[config.mk]
export PLATFORM = sky130hd
export DESIGN_NAME = adt_sweep_tester
export DESIGN_NICKNAME = d
export VERILOG_FILES = /design/src/rtl/adt_pkg.sv /design/src/rtl/adt_go_edge.sv /design/src/rtl/adt_ref_delay.sv /design/src/rtl/adt_sum_check.sv /design/src/rtl/adt_sweep_tester.sv
export SDC_FILE = /design/constraint.sdc
export NUM_CORES = 1
export LEC_CHECK = 0
export BUFFER_PORTS_ARGS = -buffer_cell sky130_fd_sc_hd__buf_2
export CORE_ASPECT_RATIO = 1.5
export CORE_MARGIN = 5
export CORE_UTILIZATION = 46
export DETAILED_ROUTE_END_ITERATION = 6
export PLACE_DENSITY_LB_ADDON = 0.2
export SLEW_MARGIN = 20
export SYNTH_ARGS = -nofsm -noshare
export SYNTH_HDL_FRONTEND = slang
export SYNTH_HIERARCHICAL = 1
export SYNTH_SLANG_ARGS = --single-unit
[constraint.sdc]
create_clock -name clk -period 7.45 [get_ports clk]
set_clock_uncertainty 0.2 [all_clocks]
set_input_delay 0.3725 -clock clk [delete_from_list [all_inputs] [get_ports clk]]
set_output_delay 0.3725 -clock clk [all_outputs]
set_load 0.01 [all_outputs]
[src/rtl/adt_pkg.sv]
package adt_pkg;

  typedef enum logic [2:0] {
    ST_IDLE  = 3'd0,
    ST_RUN   = 3'd1,
    ST_DRAIN = 3'd2,
    ST_HALT  = 3'd3,
    ST_DONE  = 3'd4
  } tst_state_e;

endpackage

[src/rtl/adt_go_edge.sv]
module adt_go_edge (
  input  logic clk,
  input  logic rst,
  input  logic lvl,
  output logic pulse
);

  logic lvl_q;

  always_ff @(posedge clk) begin
    if (rst) lvl_q <= 1'b0;
    else     lvl_q <= lvl;
  end

  assign pulse = lvl & ~lvl_q;

  // a level held high yields a single-cycle request
  assert_one_pulse_R5: assert property (@(posedge clk) disable iff (rst)
    pulse |=> !pulse);

endmodule

[src/rtl/adt_ref_delay.sv]
module adt_ref_delay #(
  parameter int VW  = 32,
  parameter int LAT = 1
) (
  input  logic          clk,
  input  logic          rst,
  input  logic          flush,
  input  logic          in_v,
  input  logic [VW-1:0] in_vec,
  output logic          out_v,
  output logic [VW-1:0] out_vec,
  output logic          busy
);

  logic [LAT-1:0] v_q;
  logic [VW-1:0]  vec_q [LAT];

  genvar gi;
  generate
    for (gi = 0; gi < LAT; gi++) begin : g_stage
      if (gi == 0) begin : g_head
        always_ff @(posedge clk) begin
          if (rst || flush) v_q[0] <= 1'b0;
          else              v_q[0] <= in_v;
          vec_q[0] <= in_vec;
        end
      end else begin : g_body
        always_ff @(posedge clk) begin
          if (rst || flush) v_q[gi] <= 1'b0;
          else              v_q[gi] <= v_q[gi-1];
          vec_q[gi] <= vec_q[gi-1];
        end
      end
    end
  endgenerate

  assign out_v   = v_q[LAT-1];
  assign out_vec = vec_q[LAT-1];
  assign busy    = |v_q;

  // a flush kills every in-flight vector
  assert_flush_empty_R8: assert property (@(posedge clk) disable iff (rst)
    flush |=> !busy);

endmodule

[src/rtl/adt_sum_check.sv]
module adt_sum_check #(
  parameter int OPW = 16
) (
  input  logic             chk_v,
  input  logic [2*OPW-1:0] chk_vec,
  input  logic [OPW:0]     dut_sum,
  output logic             mis
);

  logic [OPW:0] ref_sum;

  always_comb begin
    ref_sum = {1'b0, chk_vec[2*OPW-1:OPW]} + {1'b0, chk_vec[OPW-1:0]};
    mis     = chk_v && (dut_sum != ref_sum);
  end

endmodule

[src/rtl/adt_sweep_tester.sv]
module adt_sweep_tester
  import adt_pkg::*;
#(
  parameter int OPW = 16,
  parameter int LAT = 0
) (
  input  logic             clk,
  input  logic             rst,
  input  logic             go,
  input  logic             sel_sum,
  input  logic [OPW:0]     dut_sum,
  output logic [OPW-1:0]   op_a,
  output logic [OPW-1:0]   op_b,
  output logic             err,
  output logic             running,
  output logic             done,
  output logic [2*OPW-1:0] disp
);

  localparam int          VW   = 2 * OPW;
  localparam logic [VW-1:0] LAST = {VW{1'b1}};

  tst_state_e    st_q, st_n;
  logic [VW-1:0] vec_q, vec_n;
  logic          err_q, run_q, done_q;
  logic [VW-1:0] disp_q;

  logic          go_p;
  logic          app_v;
  logic          chk_v;
  logic [VW-1:0] chk_vec;
  logic          busy;
  logic          mis;

  adt_go_edge u_go (
    .clk   (clk),
    .rst   (rst),
    .lvl   (go),
    .pulse (go_p)
  );

  assign app_v = (st_q == ST_RUN);

  generate
    if (LAT == 0) begin : g_comb
      assign chk_v   = app_v;
      assign chk_vec = vec_q;
      assign busy    = 1'b0;
    end else begin : g_pipe
      adt_ref_delay #(.VW(VW), .LAT(LAT)) u_dly (
        .clk     (clk),
        .rst     (rst),
        .flush   (mis),
        .in_v    (app_v),
        .in_vec  (vec_q),
        .out_v   (chk_v),
        .out_vec (chk_vec),
        .busy    (busy)
      );
    end
  endgenerate

  adt_sum_check #(.OPW(OPW)) u_chk (
    .chk_v   (chk_v),
    .chk_vec (chk_vec),
    .dut_sum (dut_sum),
    .mis     (mis)
  );

  always_comb begin
    st_n  = st_q;
    vec_n = vec_q;
    unique case (st_q)
      ST_IDLE: begin
        if (go_p) begin
          st_n  = ST_RUN;
          vec_n = '0;
        end
      end
      ST_RUN: begin
        if (mis) begin
          st_n  = ST_HALT;
          vec_n = chk_vec;
        end else if (vec_q == LAST) begin
          st_n = ST_DRAIN;
        end else begin
          vec_n = vec_q + 1'b1;
        end
      end
      ST_DRAIN: begin
        if (mis) begin
          st_n  = ST_HALT;
          vec_n = chk_vec;
        end else if (!busy) begin
          st_n = ST_DONE;
        end
      end
      ST_HALT: begin
        if (go_p) begin
          if (vec_q == LAST) begin
            st_n = ST_DONE;
          end else begin
            st_n  = ST_RUN;
            vec_n = vec_q + 1'b1;
          end
        end
      end
      ST_DONE: st_n = ST_DONE;
      default: st_n = ST_IDLE;
    endcase
  end

  always_ff @(posedge clk) begin
    if (rst) begin
      st_q   <= ST_IDLE;
      vec_q  <= '0;
      err_q  <= 1'b0;
      run_q  <= 1'b0;
      done_q <= 1'b0;
      disp_q <= '0;
    end else begin
      st_q   <= st_n;
      vec_q  <= vec_n;
      err_q  <= (st_n == ST_HALT);
      run_q  <= (st_n == ST_RUN) || (st_n == ST_DRAIN);
      done_q <= (st_n == ST_DONE);
      disp_q <= sel_sum ? {{(VW-OPW-1){1'b0}}, dut_sum} : vec_q;
    end
  end

  assign op_a    = vec_q[VW-1:OPW];
  assign op_b    = vec_q[OPW-1:0];
  assign err     = err_q;
  assign running = run_q;
  assign done    = done_q;
  assign disp    = disp_q;

  // a start request applies vector zero on the next cycle
  assert_start_zero_R2: assert property (@(posedge clk) disable iff (rst)
    (st_q == ST_IDLE && go_p) |=> (running && op_a == '0 && op_b == '0));

  // a detected mismatch during the sweep stops it
  assert_halt_on_mis_R3: assert property (@(posedge clk) disable iff (rst)
    (mis && (st_q == ST_RUN || st_q == ST_DRAIN)) |=> (err && !running));

  // operands frozen while stopped
  assert_hold_ops_R4: assert property (@(posedge clk) disable iff (rst)
    (err && $past(err)) |-> ($stable(op_a) && $stable(op_b)));

  // completion is final
  assert_done_sticky_R6: assert property (@(posedge clk) disable iff (rst)
    done |=> (done && !running && !err));

  // resume from a failure on the last vector ends the sweep
  assert_final_fail_R7: assert property (@(posedge clk) disable iff (rst)
    (err && op_a == {OPW{1'b1}} && op_b == {OPW{1'b1}} && go_p) |=> done);

endmodule

==> impl_metrics.ini <==
[run_status]
status = finished, final reports clean

[logic_synthesis]
synth_top_area_frac = 0.341
ys.flop_type = dfxtp_1
avgSynthCellArea_sq_um = 8.57
yosys_warnings = 6
ys_ff_latch = 71
synth_fp_nets = 525
netlist_instances = 486
seq_area_frac_synth = 0.341
ys_async_sr_fraction = 0
synth_area_sq_um = 4170
ys_types = 69
synth_edf_count = 0
synth.area.top_cells = dfxtp_1 (34%), a21oi_1 (5.4%), ha_1 (5.1%)
synth_top_cell_by_area = dfxtp_1

[clock_network]
post_cts_buffers = 0
cts_buffers = 9
cts_max_path_buffers = 2
cts_resized = 0
cts_max_level = 3
tritoncts = yes
clkLatencyLatePin_ns = 0.33
root_buffer = clkbuf_16
postCtsHoldBufs = 0
cts.sinks = 71
clk_pin_slew_ns = 0.06

[global_route]
grt_first_pass_wirelength_um = 20500
antenna_found_initial = 0
grt.total_usage = 0.236
grt_start_max_net_pins = 36
grt_remaining_overflow = 0
grt_pass1_vias = 4056

[pwr]
clkPwrFrac = 0.439
power.leakage_nw = 2.15
power_density_nw_per_um2 = 182
swShare = 0.271
intPower_w = 0.000653
power.switching_w = 0.000243
ir_worst_vdd_v = 0.000128
seqPwrFrac = 0.442
power_frac_comb = 0.119

[floorplanning]
fp-row-count = 42
num_io_pins = 88
core_sq_um = 8830
fp.dieH_um = 127
die_w_um = 87.7
start_util = 0.472
dieArea_sq_um = 11100

[sta]
rsz0062_at_grt = false
tns_ns = 0
fmax_mhz = 213
finalHoldViolCount = 0
drv_slew = 0
slew_headroom = 0.447
fin_crit_sh = 0.629
max_slew.worst_pin.slew_ns = 0.826
setup_ws_ns = 2.76
holdWs_ns = 0.0800
finalCriticalPeriod_ns = 4.69
setup_viol = 0

[drt]
routed_wl_um = 12700
viasPerCell = 6.02
avgRoutedWirePerCell_um = 18.7
route.detailed.drc = 0
drt-initial-drc-count = 192
dr.pass1.iters = 4
ant_nets = 0
vias = 4090

[finish]
drive_above_1_share = 0.211
fin_nets = 603
num-fill-cells = 846
final_area_sq_um = 4920
n_antenna_cell = 0
area_growth_pct = 18.1

[place]
numPortBuffers = 87
place_congestion = 0.851
dp_hpwl_um = 9640
place_area_sq_um = 4640
place_ws_ns = 2.84

[setup_path]
crit_buf_inv = 0
worstPathMaxFanout = 13
crit_path_end_kind = flip-flop
cp_cell_sequence = ha_1 > fa_1 > a21o_1 > a221oi_4 > a211oi_4 > o21a_1 > or3_1 > a2111oi_2 > a31oi_1 > nor2_1 > a32o_1 > o211ai_1 > or4_1 > a21oi_1
cp.arrival_ns = 4.75
max_stage_delay_ns = 0.58
crit_family = compound AO/OA/AOI/OAI gates
critPathKind = reg2reg
cp-start-kind = flip-flop
crit_slowest_cell = or4_1
required_ns = 7.51

[run]
drv_cap = 0

[hold_path]
hold_path_class = in2reg
-- stage by stage --
stage / total power [W] / util / instances
after floorplan: 0.000483 / - / 486
after global placement: 0.000509 / 0.526 / 663
after detailed placement: 0.000510 / 0.526 / 663
after CTS: 0.000905 / 0.557 / 679
after global routing: 0.000938 / 0.557 / 679
final: 0.000897 / 0.557 / 679
-- flip-flops by register name (all words and copies together), names as in the netlist --
register / cells
running: 1
disp: 32
chk_vec: 32
done: 1
u_go/lvl_q: 1
st_q: 3
err: 1
-- final cells by class --
type	count	area [sq um]	share of cell area
clock buffers	9	225	0.0458
clock inverters	7	48.8	0.00992
inverters	7	26.3	0.00534
multi-input cells	387	2620	0.532
flip-flops and latches	71	1420	0.289
well taps	110	138	0.0280
repair buffers	88	443	0.0901
-- layer usage --
metal,share of wire,vias up,GRT usage
met1,0.40,1943,0.268
li1,-,1981,-
met4,0.032,0,0.106
met5,0,-,0
met3,0.049,32,0.0409
met2,0.52,134,0.418
-- power groups by stage --
stage / Clock [W] / Combinational (W) / Sequential [W]
floorplan: 0 / 0.0000792 / 0.000404
global placement: 0 / 0.000105 / 0.000404
detailed placement: 0 / 0.000106 / 0.000405
CTS: 0.000402 / 0.000106 / 0.000396
global route: 0.000424 / 0.000117 / 0.000397
finish: 0.000394 / 0.000107 / 0.000396
-- layout by cell type, fill, tap and decap left out, types with 4 or more instances in the layout --
cell	netlist	routed
and4_1	5	5
dfxtp_1	71	71
mux2i_1	20	20
buf_2	6	87
o31ai_1	9	9
nand2b_1	4	4
o21ai_1	5	5
or3_1	22	22
ha_1	17	17
xor2_1	7	7
nor4_1	7	7
a21o_1	5	5
o21ai_0	18	18
xnor2_1	13	13
or4_1	8	8
and2_1	18	18
nand3_1	23	23
a21oi_1	45	45
nand2_1	31	31
and3_1	12	12
nor3_1	7	7
inv_1	7	7
o21a_1	6	6
clkbuf_16	0	9
nor2_1	37	37
nand4_1	12	12
-- Yosys cell counts, types with 4 or more instances --
library cell and instances:
nor2_1 37, clkbuf_1 12, mux2i_1 20, or3_1 22
o21ai_0 18, inv_1 7, o21ai_1 5, ha_1 17
xnor2_1 13, dfxtp_1 71, nand4_1 12, nand3_1 23
and3_1 12, nor4_1 7, or4_1 8, nor3_1 7
a21oi_1 45, buf_2 6, nand2_1 31, o21a_1 6
nand2b_1 4, a21o_1 5, o31ai_1 9, xor2_1 7
and2_1 18, and4_1 5
-- path summary, 6_finish.rpt --
| kind | startpoint | end | slack, ns | cells after the start |
|---|---|---|---|---|
| max | chk_vec[16] | chk_vec[26] | 2.76 | 14 |
| min | go | u_go/lvl_q | 0.08 | 2 |
| max reg2reg | chk_vec[16] | chk_vec[26] | 2.76 | 14 |
| min reg2reg | chk_vec[0] | chk_vec[0] | 0.36 | 2 |
-- logic make-up (layout without fill, tap and decap cells) --
kind of cell	after synthesis	in the layout	synth area share
compound gates	125	125	0.204
xor+xnor	20	20	0.0421
fa+ha+maj	19	19	0.0583
buf+inv	28	111	0.0306
flops	71	71	0.341
mux	22	22	0.0535
simple gates	201	201	0.270
Note: power is estimated with default switching activity, not from simulation.
